[config.mk]
export PLATFORM = sky130hd
export DESIGN_NAME = cfw_top
export DESIGN_NICKNAME = d
export VERILOG_FILES = /design/src/rtl/cfw_pkg.sv /design/src/rtl/cfw_sec_counter.sv /design/src/rtl/cfw_seq_fsm.sv /design/src/rtl/cfw_fault.sv /design/src/rtl/cfw_top.sv
export SDC_FILE = /design/constraint.sdc
export NUM_CORES = 1
export LEC_CHECK = 0
export CORE_UTILIZATION = 30
export DETAILED_ROUTE_END_ITERATION = 8
export DONT_BUFFER_PORTS = 1
export PLACE_DENSITY = 0.41
export SLEW_MARGIN = 20
export SYNTH_ARGS = -nofsm -noshare
export SYNTH_HDL_FRONTEND = slang
export SYNTH_SLANG_ARGS = --single-unit
[constraint.sdc]
create_clock -name clk -period 6.9 [get_ports clk]
set_input_delay 1.38 -clock clk [delete_from_list [all_inputs] [get_ports clk]]
set_output_delay 1.38 -clock clk [all_outputs]
set_load 0.03 [all_outputs]
[src/rtl/cfw_pkg.sv]
package cfw_pkg;
  localparam int ADDR_W = 5;
  localparam int NFLAGS = 7;

  localparam logic [ADDR_W-1:0] A_CTRL    = 5'd0;
  localparam logic [ADDR_W-1:0] A_RELOAD  = 5'd1;
  localparam logic [ADDR_W-1:0] A_TIMER   = 5'd2;
  localparam logic [ADDR_W-1:0] A_COUNT   = 5'd3;
  localparam logic [ADDR_W-1:0] A_FLAGS   = 5'd4;
  localparam logic [ADDR_W-1:0] A_START   = 5'd5;
  localparam logic [ADDR_W-1:0] A_STOP    = 5'd6;
  localparam logic [ADDR_W-1:0] A_RESTART = 5'd7;
  localparam logic [ADDR_W-1:0] A_ADD     = 5'd8;
  localparam logic [ADDR_W-1:0] A_ADD1    = 5'd9;
  localparam logic [ADDR_W-1:0] A_ADD16   = 5'd10;
  localparam logic [ADDR_W-1:0] A_ADD256  = 5'd11;
  localparam logic [ADDR_W-1:0] A_SUB     = 5'd12;
  localparam logic [ADDR_W-1:0] A_SUB1    = 5'd13;
  localparam logic [ADDR_W-1:0] A_SUB16   = 5'd14;
  localparam logic [ADDR_W-1:0] A_SUB256  = 5'd15;
  localparam logic [ADDR_W-1:0] A_KEEP    = 5'd16;
  localparam logic [ADDR_W-1:0] A_SOFTRST = 5'd17;

  localparam int F_TMO  = 0;
  localparam int F_MIS  = 1;
  localparam int F_SEQ  = 2;
  localparam int F_CNT  = 3;
  localparam int F_STA  = 4;
  localparam int F_ADR  = 5;
  localparam int F_POR  = 6;

  typedef enum logic [1:0] {
    ACT_NONE = 2'b00,
    ACT_IRQ  = 2'b01,
    ACT_RST  = 2'b10,
    ACT_RST2 = 2'b11
  } act_e;

  typedef struct packed {
    logic       lock;
    logic       dbg_halt;
    logic       irq_pause;
    logic [1:0] adr_act;
    logic [1:0] sta_act;
    logic [1:0] seq_act;
    logic [1:0] mis_act;
    logic [1:0] tmo_act;
  } ctrl_t;

  localparam int CTRL_W = $bits(ctrl_t);
endpackage

[src/rtl/cfw_sec_counter.sv]
module cfw_sec_counter #(
  parameter int W = 32
) (
  input  logic         clk,
  input  logic         rst_n,
  input  logic         soft_clr,
  input  logic         load,
  input  logic [W-1:0] load_val,
  input  logic         upd_en,
  input  logic         upd_sub,
  input  logic [W-1:0] upd_val,
  output logic [W-1:0] cnt_o,
  output logic         wrap_o
);
  logic [W-1:0] cnt_q, cnt_d;
  logic [W:0]   sum_ext;

  always_comb begin
    if (upd_sub) sum_ext = {1'b0, cnt_q} - {1'b0, upd_val};
    else         sum_ext = {1'b0, cnt_q} + {1'b0, upd_val};
    cnt_d = cnt_q;
    if (soft_clr)    cnt_d = '0;
    else if (load)   cnt_d = load_val;
    else if (upd_en) cnt_d = sum_ext[W-1:0];
  end

  always_ff @(posedge clk or negedge rst_n) begin
    if (!rst_n) cnt_q <= '0;
    else        cnt_q <= cnt_d;
  end

  assign cnt_o  = cnt_q;
  assign wrap_o = upd_en & sum_ext[W];

  assert_cnt_hold_R3: assert property (@(posedge clk) disable iff (!rst_n)
    (!load && !upd_en && !soft_clr) |=> $stable(cnt_q));
  assert_cnt_load_R2: assert property (@(posedge clk) disable iff (!rst_n)
    (load && !soft_clr) |=> (cnt_q == $past(load_val)));
endmodule

[src/rtl/cfw_seq_fsm.sv]
module cfw_seq_fsm #(
  parameter int TW = 32
) (
  input  logic          clk,
  input  logic          rst_n,
  input  logic          soft_clr,
  input  logic          start,
  input  logic          stop,
  input  logic          restart,
  input  logic          freeze,
  input  logic [TW-1:0] reload,
  output logic          active_o,
  output logic [TW-1:0] timer_o,
  output logic          timeout_o
);
  typedef enum logic {ST_IDLE = 1'b0, ST_RUN = 1'b1} st_e;

  st_e          st_q, st_d;
  logic [TW-1:0] tmr_q, tmr_d;
  logic          tick;

  assign tick      = (st_q == ST_RUN) && !freeze && !stop && !restart;
  assign timeout_o = tick && (tmr_q == '0) && !soft_clr;

  always_comb begin
    st_d  = st_q;
    tmr_d = tmr_q;
    if (soft_clr) begin
      st_d  = ST_IDLE;
      tmr_d = '0;
    end else if (stop) begin
      st_d = ST_IDLE;
    end else if (start) begin
      st_d  = ST_RUN;
      tmr_d = reload;
    end else if (restart) begin
      tmr_d = reload;
    end else if (tick) begin
      if (tmr_q == '0) st_d  = ST_IDLE;
      else             tmr_d = tmr_q - 1'b1;
    end
  end

  always_ff @(posedge clk or negedge rst_n) begin
    if (!rst_n) begin
      st_q  <= ST_IDLE;
      tmr_q <= '0;
    end else begin
      st_q  <= st_d;
      tmr_q <= tmr_d;
    end
  end

  assign active_o = (st_q == ST_RUN);
  assign timer_o  = tmr_q;

  assert_timeout_idle_R7: assert property (@(posedge clk) disable iff (!rst_n)
    timeout_o |=> !active_o);
  assert_timer_frozen_R8: assert property (@(posedge clk) disable iff (!rst_n)
    (active_o && freeze && !stop && !restart && !soft_clr) |=> $stable(tmr_q));
  assert_stop_idle_R4: assert property (@(posedge clk) disable iff (!rst_n)
    stop |=> !active_o);
endmodule

[src/rtl/cfw_fault.sv]
module cfw_fault #(
  parameter int N = 7,
  parameter int POR_BIT = 6
) (
  input  logic             clk,
  input  logic             rst_n,
  input  logic             soft_clr,
  input  logic [N-1:0]     set_i,
  input  logic [N-1:0]     clr_i,
  input  logic [N-1:0][1:0] act_i,
  output logic [N-1:0]     flags_o,
  output logic             irq_o,
  output logic             rst_req_o
);
  localparam logic [N-1:0] RST_VAL = N'(1) << POR_BIT;

  logic [N-1:0] flg_q, flg_d;
  logic [N-1:0] irq_src, rst_src;

  always_comb begin
    if (soft_clr) flg_d = '0;
    else          flg_d = (flg_q & ~clr_i) | set_i;
  end

  always_ff @(posedge clk or negedge rst_n) begin
    if (!rst_n) flg_q <= RST_VAL;
    else        flg_q <= flg_d;
  end

  for (genvar i = 0; i < N; i++) begin : g_src
    assign irq_src[i] = flg_q[i] && (act_i[i] == 2'b01);
    assign rst_src[i] = flg_q[i] && act_i[i][1];
  end

  assign flags_o   = flg_q;
  assign irq_o     = |irq_src;
  assign rst_req_o = |rst_src;

  assert_sticky_R11: assert property (@(posedge clk) disable iff (!rst_n)
    !soft_clr |=> ((flg_q & $past(flg_q & ~clr_i)) == $past(flg_q & ~clr_i)));
  assert_set_seen_R11: assert property (@(posedge clk) disable iff (!rst_n)
    !soft_clr |=> ((flg_q & $past(set_i)) == $past(set_i)));
  assert_irq_needs_flag_R13: assert property (@(posedge clk) disable iff (!rst_n)
    irq_o |-> (flg_q != '0));
endmodule

[src/rtl/cfw_top.sv]
module cfw_top
  import cfw_pkg::*;
#(
  parameter int DATA_W  = 32,
  parameter int TIMER_W = 32
) (
  input  logic              clk,
  input  logic              rst_n,
  input  logic              bus_wr,
  input  logic              bus_rd,
  input  logic [ADDR_W-1:0] bus_addr,
  input  logic [DATA_W-1:0] bus_wdata,
  output logic [DATA_W-1:0] bus_rdata,
  input  logic              irq_active_i,
  input  logic              dbg_halted_i,
  output logic              irq_o,
  output logic              rst_req_o
);
  localparam logic [DATA_W-1:0] STEP1   = DATA_W'(1);
  localparam logic [DATA_W-1:0] STEP16  = DATA_W'(16);
  localparam logic [DATA_W-1:0] STEP256 = DATA_W'(256);

  // reset synchronizer: asynchronous assert, synchronous release
  logic [1:0] rsync_q;
  logic       rst_ni;
  always_ff @(posedge clk or negedge rst_n) begin
    if (!rst_n) rsync_q <= 2'b00;
    else        rsync_q <= {rsync_q[0], 1'b1};
  end
  assign rst_ni = rsync_q[1];

  // address decode
  logic mapped, is_upd, wr_hit_ctrl;
  logic active, match, soft_clr;
  logic start_ok, stop_ok, restart_ok, restart_bad;
  logic seq_err, mis_err, sta_err, adr_err, freeze, timeout, wrap;
  logic upd_en, upd_sub;
  logic [DATA_W-1:0] upd_val, cnt;
  logic [TIMER_W-1:0] timer;
  logic [NFLAGS-1:0] flags, set_vec, clr_vec;
  logic [NFLAGS-1:0][1:0] act_vec;

  ctrl_t ctrl_q, ctrl_d;
  logic [TIMER_W-1:0] reload_q, reload_d;
  logic [DATA_W-1:0]  keep_q, keep_d;

  assign mapped   = (bus_addr <= A_SOFTRST);
  assign is_upd   = (bus_addr >= A_ADD) && (bus_addr <= A_SUB256);
  assign soft_clr = bus_wr && (bus_addr == A_SOFTRST);
  assign match    = (bus_wdata == cnt);

  assign start_ok    = bus_wr && (bus_addr == A_START)   && !active;
  assign stop_ok     = bus_wr && (bus_addr == A_STOP)    && active;
  assign restart_ok  = bus_wr && (bus_addr == A_RESTART) && active && match;
  assign restart_bad = bus_wr && (bus_addr == A_RESTART) && active && !match;
  assign seq_err     = bus_wr && (((bus_addr == A_START) && active) ||
                       (((bus_addr == A_STOP) || (bus_addr == A_RESTART) || is_upd) && !active));
  assign mis_err     = (stop_ok && !match) || restart_bad;
  assign wr_hit_ctrl = bus_wr && (bus_addr == A_CTRL);
  assign sta_err     = wr_hit_ctrl && active;
  assign adr_err     = (bus_wr || bus_rd) && !mapped;
  assign freeze      = (ctrl_q.irq_pause && irq_active_i) || (ctrl_q.dbg_halt && dbg_halted_i);

  always_comb begin
    upd_en  = bus_wr && is_upd && active;
    upd_sub = (bus_addr >= A_SUB);
    unique case (bus_addr)
      A_ADD1, A_SUB1:     upd_val = STEP1;
      A_ADD16, A_SUB16:   upd_val = STEP16;
      A_ADD256, A_SUB256: upd_val = STEP256;
      default:            upd_val = bus_wdata;
    endcase
  end

  // configuration registers: next state
  always_comb begin
    ctrl_d   = ctrl_q;
    reload_d = reload_q;
    keep_d   = keep_q;
    if (soft_clr) begin
      ctrl_d   = '0;
      reload_d = '0;
    end else if (bus_wr) begin
      if (wr_hit_ctrl && !active && !ctrl_q.lock) ctrl_d = ctrl_t'(bus_wdata[CTRL_W-1:0]);
      if (bus_addr == A_RELOAD) reload_d = bus_wdata[TIMER_W-1:0];
      if (bus_addr == A_KEEP)   keep_d   = bus_wdata;
    end
  end

  always_ff @(posedge clk or negedge rst_ni) begin
    if (!rst_ni) begin
      ctrl_q   <= '0;
      reload_q <= '0;
      keep_q   <= '0;
    end else begin
      ctrl_q   <= ctrl_d;
      reload_q <= reload_d;
      keep_q   <= keep_d;
    end
  end

  cfw_sec_counter #(.W(DATA_W)) u_cnt (
    .clk(clk), .rst_n(rst_ni), .soft_clr(soft_clr),
    .load(start_ok), .load_val(bus_wdata),
    .upd_en(upd_en), .upd_sub(upd_sub), .upd_val(upd_val),
    .cnt_o(cnt), .wrap_o(wrap)
  );

  cfw_seq_fsm #(.TW(TIMER_W)) u_fsm (
    .clk(clk), .rst_n(rst_ni), .soft_clr(soft_clr),
    .start(start_ok), .stop(stop_ok), .restart(restart_ok),
    .freeze(freeze), .reload(reload_q),
    .active_o(active), .timer_o(timer), .timeout_o(timeout)
  );

  always_comb begin
    set_vec        = '0;
    set_vec[F_TMO] = timeout;
    set_vec[F_MIS] = mis_err;
    set_vec[F_SEQ] = seq_err;
    set_vec[F_CNT] = wrap;
    set_vec[F_STA] = sta_err;
    set_vec[F_ADR] = adr_err;
    clr_vec        = (bus_wr && (bus_addr == A_FLAGS)) ? bus_wdata[NFLAGS-1:0] : '0;
    act_vec        = '0;
    act_vec[F_TMO] = ctrl_q.tmo_act;
    act_vec[F_MIS] = ctrl_q.mis_act;
    act_vec[F_SEQ] = ctrl_q.seq_act;
    act_vec[F_STA] = ctrl_q.sta_act;
    act_vec[F_ADR] = ctrl_q.adr_act;
  end

  cfw_fault #(.N(NFLAGS), .POR_BIT(F_POR)) u_flt (
    .clk(clk), .rst_n(rst_ni), .soft_clr(soft_clr),
    .set_i(set_vec), .clr_i(clr_vec), .act_i(act_vec),
    .flags_o(flags), .irq_o(irq_o), .rst_req_o(rst_req_o)
  );

  always_comb begin
    bus_rdata = '0;
    if (bus_rd) begin
      unique case (bus_addr)
        A_CTRL:   bus_rdata = active ? '0 : DATA_W'(ctrl_q);
        A_RELOAD: bus_rdata = DATA_W'(reload_q);
        A_TIMER:  bus_rdata = DATA_W'(timer);
        A_COUNT:  bus_rdata = cnt;
        A_FLAGS:  bus_rdata = DATA_W'({active, flags});
        A_KEEP:   bus_rdata = keep_q;
        default:  bus_rdata = '0;
      endcase
    end
  end

  assert_ctrl_busy_R9: assert property (@(posedge clk) disable iff (!rst_ni)
    (wr_hit_ctrl && active) |=> ($stable(ctrl_q) && flags[F_STA]));
  assert_ctrl_lock_R10: assert property (@(posedge clk) disable iff (!rst_ni)
    (ctrl_q.lock && !soft_clr) |=> $stable(ctrl_q));
  assert_addr_fault_R12: assert property (@(posedge clk) disable iff (!rst_ni)
    (bus_wr && !mapped) |=> flags[F_ADR]);
  assert_keep_soft_R14: assert property (@(posedge clk) disable iff (!rst_ni)
    soft_clr |=> $stable(keep_q));
  assert_seq_ignored_R6: assert property (@(posedge clk) disable iff (!rst_ni)
    (bus_wr && (bus_addr == A_START) && active) |=> (active && flags[F_SEQ]));
endmodule

Word level (Yosys, flattened, before mapping)
Index checks and enable logic that the tools add are counted.

operators by class
  $add $sub $neg = 3
  magnitude comparators = 4
  eq/ne operators = 24
  multiplexer cells = 28
  bitwise gates (word level) = 5
  reductions and logical operators = 72

operator list
  operator                                                                count
  32-bit two-way mux                                                      13
  32-bit case mux with 6 select lines                                     1
  32-bit case mux with 3 select lines                                     1
  13-bit two-way mux                                                      4
  1-bit logical AND                                                       39
  32-bit by 32-bit adder with 33-bit output                               1
  33-bit two-way mux                                                      1
  32-bit by 32-bit subtractor with 33-bit output                          1
  32-bit equality test                                                    1
  32-bit logical NOT                                                      1
  32-bit by 1-bit subtractor with 32-bit output (second input constant)   1
  5-bit by 4-bit equality test with 1-bit output (second input constant)  6
  5-bit by 3-bit equality test with 1-bit output (second input constant)  4
  7-bit two-way mux                                                       2
  4-bit nonzero test                                                      3
  2-bit by 1-bit equality test with 1-bit output (second input constant)  5
  5-bit by 2-bit equality test with 1-bit output (second input constant)  2
  5-bit equality test (second input constant)                             2
  5-bit by 4-bit >= comparator with 1-bit output (second input constant)  2
  5-bit OR reduction                                                      2
  3-bit AND reduction                                                     3
  1-bit logical NOT                                                       8
  7-bit bitwise AND                                                       1
  7-bit NOT                                                               1
  16 further kinds                                                        31

word-level totals
  register bits after elaboration = 151
  input port bits = 43
  output and inout port bits = 34
  logic and storage cells = 151

Longest topological paths before layout
Gate-level depths: netlist of run 1.

  depth after elaboration = 11
  mapped depth = 24
  mapped depth without buffers = 19

Cells and area by module
Synthesis of run 1 repeated with hierarchy kept, for this count alone.

unflattened totals
  cell total of the unflattened synthesis = 1,438
  area total of the unflattened synthesis = 11,752.5 um^2

by module, submodules not included
  module           instances  cells each  area an instance (um^2)  seq. area each (um^2)
  cfw_top          1          571         5,088.6                  1,976.9
  cfw_sec_counter  1          533         3,995.1                  800.8
  cfw_seq_fsm      1          291         2,308.5                  825.8
  cfw_fault        1          43          360.3                    176.4

Worst setup path after synthesis of run 1
Ideal clock, no wire load.

  kind = input-to-reg
  start point = input port bus_addr[0]
  end point = register u_cnt.cnt_q[25] (netlist: u_cnt.cnt_o[25])
  library setup time = 0.126 ns
  arrival = 5.655 ns
  data required time = 6.774 ns
  setup slack = 1.120 ns
  stages on the path = 21
  path buffers = 5
  cells stage by stage = clkbuf_1 or2_2 clkbuf_1 nand2_1 clkbuf_1 buf_1 nand2_1 ha_1 o21ai_0 or3_1 clkbuf_1 nand2_1 a21o_1 ha_1 a21o_1 a31oi_1 o21ai_0 a2111oi_0 nor4_1 mux2i_1 nand2_1

between the ends
  word-level cells in the longest chain between the ends = 8

ends and longest elaborated chain
  what                                                                                                                RTL line                                      RTL
  start: declaration                                                                                                  cfw_top.sv:11                                 input logic [ADDR_W-1:0] bus_addr,
  5-bit by 4-bit equality test with 1-bit output                                                                      cfw_top.sv:67                                 unique case (bus_addr)
  2-bit OR reduction                                                                                                  cfw_top.sv:67
  32-bit case mux with 3 select lines                                                                                 cfw_top.sv:67
  32-bit by 32-bit adder with 33-bit output / 32-bit by 32-bit subtractor with 33-bit output (equally long branches)  cfw_sec_counter.sv:20, cfw_sec_counter.sv:19
  33-bit two-way mux                                                                                                  cfw_sec_counter.sv:19                         if (upd_sub) sum_ext = {1'b0, cnt_q} - {1'b0, upd_val};
  32-bit two-way mux                                                                                                  cfw_sec_counter.sv:24                         else if (upd_en) cnt_d = sum_ext[W-1:0];
  32-bit two-way mux                                                                                                  cfw_sec_counter.sv:23                         else if (load) cnt_d = load_val;
  32-bit two-way mux                                                                                                  cfw_sec_counter.sv:22                         if (soft_clr) cnt_d = '0;
  end signal: assignment                                                                                              cfw_sec_counter.sv:29                         else cnt_q <= cnt_d;
  end: declaration                                                                                                    cfw_sec_counter.sv:15                         logic [W-1:0] cnt_q, cnt_d;

Several ways; a longest one is shown, not always the timed one. The select of a mux whose other input is x is not followed.
A chain may end at the register's enable or synchronous reset.

Final worst setup path of run 1
Ends and elaborated chain as after synthesis.

==> flow_metrics.tcl, run 1 <==
set metrics [dict create \
    gp_congestion 0.846 \
    clk_path_buf_depth 2 \
    syn_area_um2 11000 \
    die_h_um 194 \
    drive_gt1_frac 0.0931 \
    hpwl_um 32200 \
    numCtsBuffers 17 \
    vias_per_cell 5.92 \
    max_freq_ghz 0.182 \
    dr.pass1.iters 8 \
    worst_ir_drop_vdd_mv 0.157 \
    insertion_delay_ns 0.45 \
    cts-root-buf "clkbuf_16" \
    antenna_found_initial 1 \
    cts_tree "done" \
    yosys_register_bits 151 \
    synth_largest_area_cell "dfrtp_1" \
    placed_area_um2 11500 \
    fin_setup_tns_ns 0 \
    startpoint_type "input port" \
    async_flop_share 1.00 \
    drc 0 \
    finalHoldWorstSlack_ns 0.353 \
    grt_max_degree 57 \
    top_layer_used "met5" \
    post_cts_buffers 0 \
    ctsResizeCount 0 \
    fin_skew_ns 0.0146 \
    ys_seq_area_frac 0.342 \
    synth_mux_area_frac 0.0479 \
    rsz0062_at_grt "false" \
    worst_slew_pin_slew_ns 1.12 \
    wl_per_cell_um 25.8 \
    ys_types 73 \
    die_x_um 194 \
    yosys.area_share.simple 0.185 \
    final.period_utilization 0.797 \
    grt_overflow 0 \
    min_path_type "flop to flop" \
    drt_wl_total_um 45400 \
    synth_top_area_frac 0.340 \
    route.met3.wl_um 2320 \
    dieArea_um2 37600 \
    cts_hold_buf 0 \
    yosysWarningCount 0 \
    grt_pass1_vias 10261 \
    arrival_ns 5.84 \
    drt_iter0_markers 892 \
    antenna_left 0 \
    syn-num-nets 1428 \
    timing.final.hold_violations 0 \
    path_clk_slew_ns 0.07 \
    avgSynthCellArea_um2 8.18 \
    wl_met2_um 20900 \
    p_per_area_nw_per_um2 346 \
    initial_utilization 0.307 \
    crit_type "input port to flop" \
    n_antenna_cell 0 \
    area_growth_syn_to_layout_pct 9.17 \
    outcome "finished, final reports clean" \
    layout.nets 1367 \
    relSlewSlack 0.251 \
    synth-main-ff-cell "dfrtp_1" \
    synth-xor-area-share 0.0659 \
    synth_fa_ha_area_frac 0.0413 \
    cts.sinks 151 \
    slew_viol_final 0 \
    synth-compound-area-share 0.267 \
    grt_first_pass_wirelength_um 68900 \
    num-fill-cells 3831 \
    regArea_um2 3780 \
    via_count 10431 \
    rows 69 \
    min_period_ns 5.50 \
    final_area_um2 12100 \
    leakage_nw 5.06 \
    wl_met1_um 21400 \
    worst-path-max-fanout 16 \
    synth_edf_count 0 \
    max-cap-violations 0 \
    endpoint_kind "flop" \
    syn_inst 1350 \
    core_area_um2 35900 \
    htreeDepth 4 \
    total_power_mw 4.18 \
    io_pins 77 \
    yosys-top-cells-area "dfrtp_1 34%, nand2_1 6.8%, o21ai_0 6.2%, a21oi_1 4.8%, xor2_1 3.9%" \
    portBuffers 0 \
    required_ns 7.24 \
    setup_viol 0 \
    grt_usage 0.244 \
    synth_top_family_by_area "compound AO/OA/AOI/OAI gates" \
    multi_input_area_um2 6770 \
]
-- layout by cell type (no fill, tap or decap), drive strengths merged, types with 21 or more instances in the layout --
cell type,n
dfrtp,150
nand2,199
ha,34
xor2,49
a222oi,42
buf,35
xnor2,34
nor3,34
nor4,21
nor2,73
inv,27
a21oi,106
mux2,31
nand3,29
o21ai,139
-- where the power goes --
| part | internal (mW) | leakage, nW | switching, mW |
|---|---|---|---|
| clock | 0.528 | 0.264 | 0.415 |
| combinational | 0.707 | 2.85 | 0.968 |
| sequential | 1.13 | 1.94 | 0.424 |
-- critical path, stage by stage --
cell	delay, ns
or2_2	0.33
nand2_1	0.45
nand2_1	0.15
ha_1	0.28
o21ai_0	0.21
or3_1	0.35
nand2_1	0.21
a21o_1	0.22
ha_1	0.34
a21o_1	0.18
a31oi_1	0.18
o21ai_0	0.18
a2111oi_0	0.95
nor4_1	0.15
mux2i_1	0.20
nand2_1	0.06
-- per-layer routing --
metal,up-vias,track usage
met5,-,0
met4,2,0.0664
met3,44,0.0350
met2,304,0.388
met1,5221,0.344
li1,4860,-
-- cells in the mapped netlist, types with 11 or more instances --
cell / instances
a21o_1: 17
nor4_1: 21
a22oi_1: 16
ha_1: 34
o311ai_0: 15
a222oi_1: 42
nor3_1: 34
a21oi_1: 106
o211ai_1: 12
a31oi_1: 15
nand3b_1: 11
mux2_2: 31
nand3_1: 29
o21ai_0: 137
or3_1: 14
mux2i_1: 18
xor2_1: 49
nand2_1: 199
xnor2_1: 34
clkbuf_1: 105
a21boi_0: 14
inv_1: 26
a211oi_1: 19
dfrtp_1: 150
nor2_1: 73
-- kinds of logic after synthesis --
group	Yosys count
flip-flops	151
XOR/XNOR	83
AO/OA/AOI/OAI	451
other	1
adder cells (fa/ha/maj)	36
multiplexers	49
AND/OR/NAND/NOR	438
buffers and inverters	141
-- registers in the layout (all words and copies together), names as in the netlist --
signal	cells
u_fsm.active_o	1
u_flt.flags_o	7
u_cnt.cnt_o	32
u_fsm.timer_o	32
ctrl_q	3
rsync_q	2
reload_q	32
act_vec	10
keep_q	32
-- through the flow --
stage | setup slack [ns] | cells | utilization
floorplan | 1.12 | 1350 | -
global placement | 1.04 | 1731 | 0.320
detailed placement | 0.913 | 1731 | 0.320
CTS | 1.37 | 1761 | 0.336
global route | 0.818 | 1761 | 0.336
finish | 1.40 | 1761 | 0.336
-- worst paths after layout --
| kind | startpoint | endpoint | slack, ns | cells past startpoint |
|---|---|---|---|---|
| max | bus_addr[0] | u_cnt.cnt_o[25]$_DFFE_PN0P_ | 1.40 | 16 |
| min | rsync_q[0]$_DFF_PN0_ | rsync_q[1]$_DFF_PN0_ | 0.35 | 0 |
| max reg2reg | u_cnt.cnt_o[12]$_DFFE_PN0P_ | u_fsm.timer_o[13]$_DFFE_PN0P_ | 3.50 | 9 |
| min reg2reg | rsync_q[0]$_DFF_PN0_ | rsync_q[1]$_DFF_PN0_ | 0.35 | 0 |
| max in group asynchronous | rsync_q[1]$_DFF_PN0_ | keep_q[27]$_DFFE_PN0P_ | 5.11 | 1 |
| min in group asynchronous | rsync_q[1]$_DFF_PN0_ | u_cnt.cnt_o[1]$_DFFE_PN0P_ | 0.44 | 0 |
-- cell type report --
cell class / count / area share
multi-input combinational: 1058 / 0.562
sequential: 151 / 0.314
tap: 461 / 0.0479
clock buffer: 18 / 0.0356
timing repair buffer: 35 / 0.0218
clock inverter: 12 / 0.0109
inverter: 26 / 0.00810
Power figures use the tool's default switching activity.
==> run 2, diff against run 1 <==
- clock period: 6.9 -> 5.6 ns (I/O delays scaled with it)
==> flow_metrics.tcl, run 2 (synthesis gave the netlist of run 1 again) <==
set metrics [dict create \
    die_x_um 194 \
    p_per_area_nw_per_um2 425 \
    min_path_type "flop to flop" \
    gp_congestion 0.840 \
    grtUsageMet1 0.352 \
    worst-path-max-fanout 9 \
    grt_overflow 0 \
    placed_cells 1742 \
    cts_tree "done" \
    outcome "finished, final reports clean" \
    fin_skew_ns 0.0153 \
    ctsResizeCount 0 \
    final.period_utilization 0.866 \
    antenna_found_initial 0 \
    worst_slew_pin_slew_ns 0.940 \
    vias_per_cell 5.90 \
    crit_type "input port to flop" \
    htreeDepth 4 \
    grt_max_degree 91 \
    grt.busiest_layer "met2" \
    die_h_um 194 \
    relSlewSlack 0.373 \
    num-fill-cells 3806 \
    layout.nets 1378 \
    required_ns 5.90 \
    layout_common_cells "198 x nand2_1, 149 x dfrtp_1, 137 x o21ai_0" \
    antenna_left 0 \
    cts.sinks 151 \
    initial_utilization 0.307 \
    drt_wl_total_um 45100 \
    grt_pass1_vias 10352 \
    worst_ir_drop_vdd_mv 0.190 \
    portBuffers 0 \
    rsz0062_at_grt "false" \
    grt_usage 0.243 \
    dieArea_um2 37600 \
    final_area_um2 12200 \
    slew_viol_final 0 \
    met3_usage 0.0282 \
    timing.final.hold_violations 0 \
    comb_power_share 0.403 \
    min_period_ns 4.85 \
    core_area_um2 35900 \
    startpoint_type "input port" \
    area_growth_syn_to_layout_pct 10.1 \
    final_common_cell "nand2_1" \
    endpoint_kind "flop" \
    gr-usage-met2 0.371 \
    dpl_worst_slack_ns 0.356 \
    drc 0 \
    final_cells 1774 \
    post_cts_buffers 0 \
    p_int_mw 2.91 \
    max_freq_ghz 0.206 \
    placed_area_um2 11600 \
    numCtsBuffers 17 \
    via_count 10468 \
    fin_setup_tns_ns 0 \
    seqPwrFrac 0.372 \
    path_clk_slew_ns 0.07 \
    leakage_nw 5.11 \
    setup_ws_ns 0.752 \
    p_clk_frac 0.225 \
    max-cap-violations 0 \
    arrival_ns 5.15 \
    wl_per_cell_um 25.4 \
    drt_iter0_markers 905 \
    grt_first_pass_wirelength_um 68400 \
    rows 69 \
    p_switching_mw 2.26 \
    setup_viol 0 \
    n_antenna_cell 0 \
    drive_gt1_frac 0.101 \
    p_sw_frac 0.437 \
    cts_hold_buf 0 \
    insertion_delay_ns 0.45 \
    clk_path_buf_depth 2 \
    io_pins 77 \
    hpwl_um 32300 \
    cts-root-buf "clkbuf_16" \
    dr.pass1.iters 8 \
]
[run 2: cell count changes in the layout (fill, tap and decap cells not counted), sizes merged]
cell	delta
inv	+3
bufinv	-1
clkinv	-3
clkbuf	+2
clkinvlp	+1
buf	+11
[run 2: power groups by stage]
stage               Sequential [mW]  Combinational, mW  Clock (mW)
global route                   1.96               2.33        1.23
global placement               1.92               2.07           0
detailed placement             1.92               2.07           0
finish                         1.92               2.08        1.16
CTS                            1.90               2.09        1.19
floorplan                      1.67               1.64           0
[run 2: final cells by class]
type                            count  area, um2  share of cell area
Multi-Input combinational cell   1058       6770               0.557
Sequential cell                   151       3780               0.311
Tap cell                          461        577              0.0475
Clock buffer                       20        447              0.0368
Timing Repair Buffer               46        358              0.0294
Clock inverter                     12        120             0.00988
Inverter                           26       97.6             0.00803
[run 2: stage by stage]
stage                     power [mW]  hold slack, ns  utilization
final                           5.17           0.347        0.338
after global routing            5.52           0.350        0.338
after CTS                       5.18           0.345        0.338
after detailed placement        4.00           0.336        0.323
after global placement          3.99           0.332        0.322
after floorplan                 3.31           0.331            -
[run 2: worst paths after layout]
kind                                             start                       endpoint  slack (ns)  cells after the start
hold / removal                    rsync_q[0]$_DFF_PN0_           rsync_q[1]$_DFF_PN0_        0.35                      0
min in group asynchronous                        rst_n           rsync_q[0]$_DFF_PN0_        0.37                      0
setup / recovery                          bus_wdata[6]    u_cnt.cnt_o[26]$_DFFE_PN0P_        0.75                     15
max in group asynchronous         rsync_q[1]$_DFF_PN0_  u_fsm.timer_o[24]$_DFFE_PN0P_        4.07                      1
setup reg to reg           u_cnt.cnt_o[12]$_DFFE_PN0P_  u_fsm.timer_o[16]$_DFFE_PN0P_        2.17                      9
hold reg to reg                   rsync_q[0]$_DFF_PN0_           rsync_q[1]$_DFF_PN0_        0.35                      0
[run 2: per-layer routing]
layer | wire length (um) | vias to the layer above
li1 | - | 4893
met5 | 0 | -
met4 | 1180 | 0
met2 | 19900 | 324
met3 | 2000 | 55
met1 | 22100 | 5196
[run 2: critical path, cell delays in order]
cell and delay [ns]:
nor3_1 0.34, o2111ai_1 0.28, o21bai_1 0.32, or3_1 0.38
and2_1 0.22, a221oi_1 0.48, ha_1 0.42, nand2_1 0.10
nand2_1 0.05, nor4_1 0.41, a211oi_1 0.17, a311oi_1 0.40
o31ai_1 0.16, xnor2_1 0.20, o21ai_0 0.11
==> run 3, diff against run 2 <==
- CAP_MARGIN: not set -> 20
- SYNTH_HIERARCHICAL: not set -> 1
==> flow_metrics.tcl, run 3 <==
set metrics [dict create \
    num-fill-cells 4083 \
    initial_utilization 0.304 \
    io_pins 77 \
    relSlewSlack 0.346 \
    p_switching_mw 2.56 \
    slowest_delay_ns 0.58 \
    grt_overflow 0 \
    drc 0 \
    insertion_delay_ns 0.45 \
    post_cts_buffers 0 \
    p_clk_frac 0.212 \
    grt_pass1_vias 10795 \
    yosys_register_bits 151 \
    antenna_found_initial 0 \
    drt_iter0_markers 799 \
    total_power_mw 5.71 \
    hpwl_um 34200 \
    rows 72 \
    dr.pass1.iters 5 \
    yosysMostFrequentCell "nor2_1" \
    finalHoldWorstSlack_ns 0.354 \
    worst_slew_pin_slew_ns 0.981 \
    required_ns 5.95 \
    async_flop_share 1.00 \
    outcome "finished, final reports clean" \
    max_freq_ghz 0.199 \
    arrival_ns 5.37 \
    p_per_area_nw_per_um2 439 \
    seqPwrFrac 0.323 \
    syn_area_um2 11800 \
    final.period_utilization 0.896 \
    ys_seq_area_frac 0.322 \
    wl_per_cell_um 23.9 \
    timing.final.hold_violations 0 \
    endpoint_kind "flop" \
    numCtsBuffers 17 \
    crit_path_cell_trace "or2_1, and2_1, nor2b_1, or4_4, or3_4, or3_4, nor2_1, nor2_1, xnor2_1, ha_1, and2_1, o21ai_0, o2bb2ai_1, a311oi_1, a31oi_1, xor2_1, a211oi_1" \
    leakage_nw 5.30 \
    setup_viol 0 \
    syn_inst 1438 \
    cts_hold_buf 0 \
    path_clk_slew_ns 0.07 \
    cts_tree "done" \
    min_period_ns 5.02 \
    avgSynthCellArea_um2 8.17 \
    cts.sinks 151 \
    dieArea_um2 40000 \
    p_int_mw 3.15 \
    grt_first_pass_wirelength_um 70200 \
    slew_viol_final 0 \
    yosysWarningCount 6 \
    drt_wl_total_um 46500 \
    core_area_um2 38600 \
    ys_types 78 \
    timing.rr.start "u_cnt/cnt_o[9]$_DFFE_PN0P_" \
    ctsResizeCount 0 \
    final_common_cell "nor2_1" \
    die_h_um 200 \
    yosys-top-cells-area "dfrtp_1 32%, a21oi_1 5.8%, nor2_1 5.3%, xor2_1 3.7%, ha_1 3.6%" \
    startpoint "bus_addr[0]" \
    clk_path_buf_depth 2 \
    layout_common_cells "165 x nor2_1, 149 x dfrtp_1, 137 x a21oi_1" \
    synth-main-ff-cell "dfrtp_1" \
    fin_setup_tns_ns 0 \
    max-cap-violations 0 \
    die_x_um 200 \
    p_sw_frac 0.449 \
    htreeDepth 4 \
    n_antenna_cell 0 \
    rsz0062_at_grt "false" \
    worst_ir_drop_vdd_mv 0.161 \
    via_count 10907 \
    gp_congestion 0.839 \
    portBuffers 0 \
    synth_commonest_cells "166 x nor2_1, 150 x dfrtp_1, 137 x a21oi_1" \
    synth_edf_count 0 \
    cts-root-buf "clkbuf_16" \
    worst-path-max-fanout 41 \
    grt_usage 0.238 \
    synth_largest_area_cell "dfrtp_1" \
    fin_skew_ns 0.0130 \
    vias_per_cell 5.59 \
    antenna_left 0 \
    min_path_type "input port to async pin" \
    area_growth_syn_to_layout_pct 10.8 \
    drive_gt1_frac 0.0957 \
    grt_max_degree 150 \
    startpoint_type "input port" \
    cpMaxStageDelayCell "a311oi_1" \
    synth_top_area_frac 0.319 \
    comb_power_share 0.465 \
    crit_type "input port to flop" \
    layout.nets 1501 \
]
## run 3: final cells by class
cell class,count,area (um2),share of cell area
Multi-Input combinational cell,1152,7440,0.571
Sequential cell,151,3780,0.291
Clock buffer,25,515,0.0396
Timing Repair Buffer,47,365,0.0281
Inverter,54,203,0.0156
Clock inverter,3,65.1,0.00500
Tap cell,518,648,0.0498
## run 3: per-layer routing
| metal | wire length (um) | global-route usage | vias to the layer above |
|---|---|---|---|
| met5 | 0 | 0 | - |
| met2 | 21400 | 0.375 | 237 |
| li1 | - | - | 5198 |
| met4 | 592 | 0.0611 | 0 |
| met1 | 22600 | 0.339 | 5442 |
| met3 | 1960 | 0.0339 | 30 |
## run 3: worst paths after layout
kind	to	slack, ns	cells after the start
min in group clk	rsync_q[1]$_DFF_PN0_	0.35	0
min	rsync_q[1]$_DFF_PN0_	0.35	0
max in group asynchronous	keep_q[14]$_DFFE_PN0P_	4.38	1
min reg2reg	rsync_q[1]$_DFF_PN0_	0.35	0
max reg2reg	u_fsm/timer_o[11]$_DFFE_PN0P_	1.76	9
max	u_cnt/cnt_o[18]$_DFFE_PN0P_	0.58	17
## run 3: metrics by stage
stage                util  area (um2)  cells  setup WS (ns)
floorplan               -       11800   1444         0.0114
global route        0.337       13000   1950         0.0647
global placement    0.322       12400   1922          0.146
detailed placement  0.322       12400   1922          0.134
finish              0.337       13000   1950          0.582
CTS                 0.337       13000   1950          0.560
## run 3: power groups by stage
stage | clock network (mW) | logic [mW] | registers, mW
global placement | 0 | 2.65 | 1.85
floorplan | 0 | 1.94 | 1.63
detailed placement | 0 | 2.65 | 1.85
global route | 1.26 | 2.96 | 1.88
CTS | 1.23 | 2.65 | 1.84
finish | 1.21 | 2.66 | 1.85
## run 3: critical path: cells and delay by family
kind	cells	cell delay, ns
compound gates	5	1.29
xor+xnor	2	0.33
fa+ha+maj	1	0.38
simple gates	9	2.25
## run 3: cells by family after synthesis
family	share of synthesized area
buffers and inverters	0.0499
AND/OR/NAND/NOR	0.225
flip-flops	0.322
multiplexers	0.0668
adder cells (fa/ha/maj)	0.0389
AO/OA/AOI/OAI	0.231
XOR/XNOR	0.0663
other	0.000639
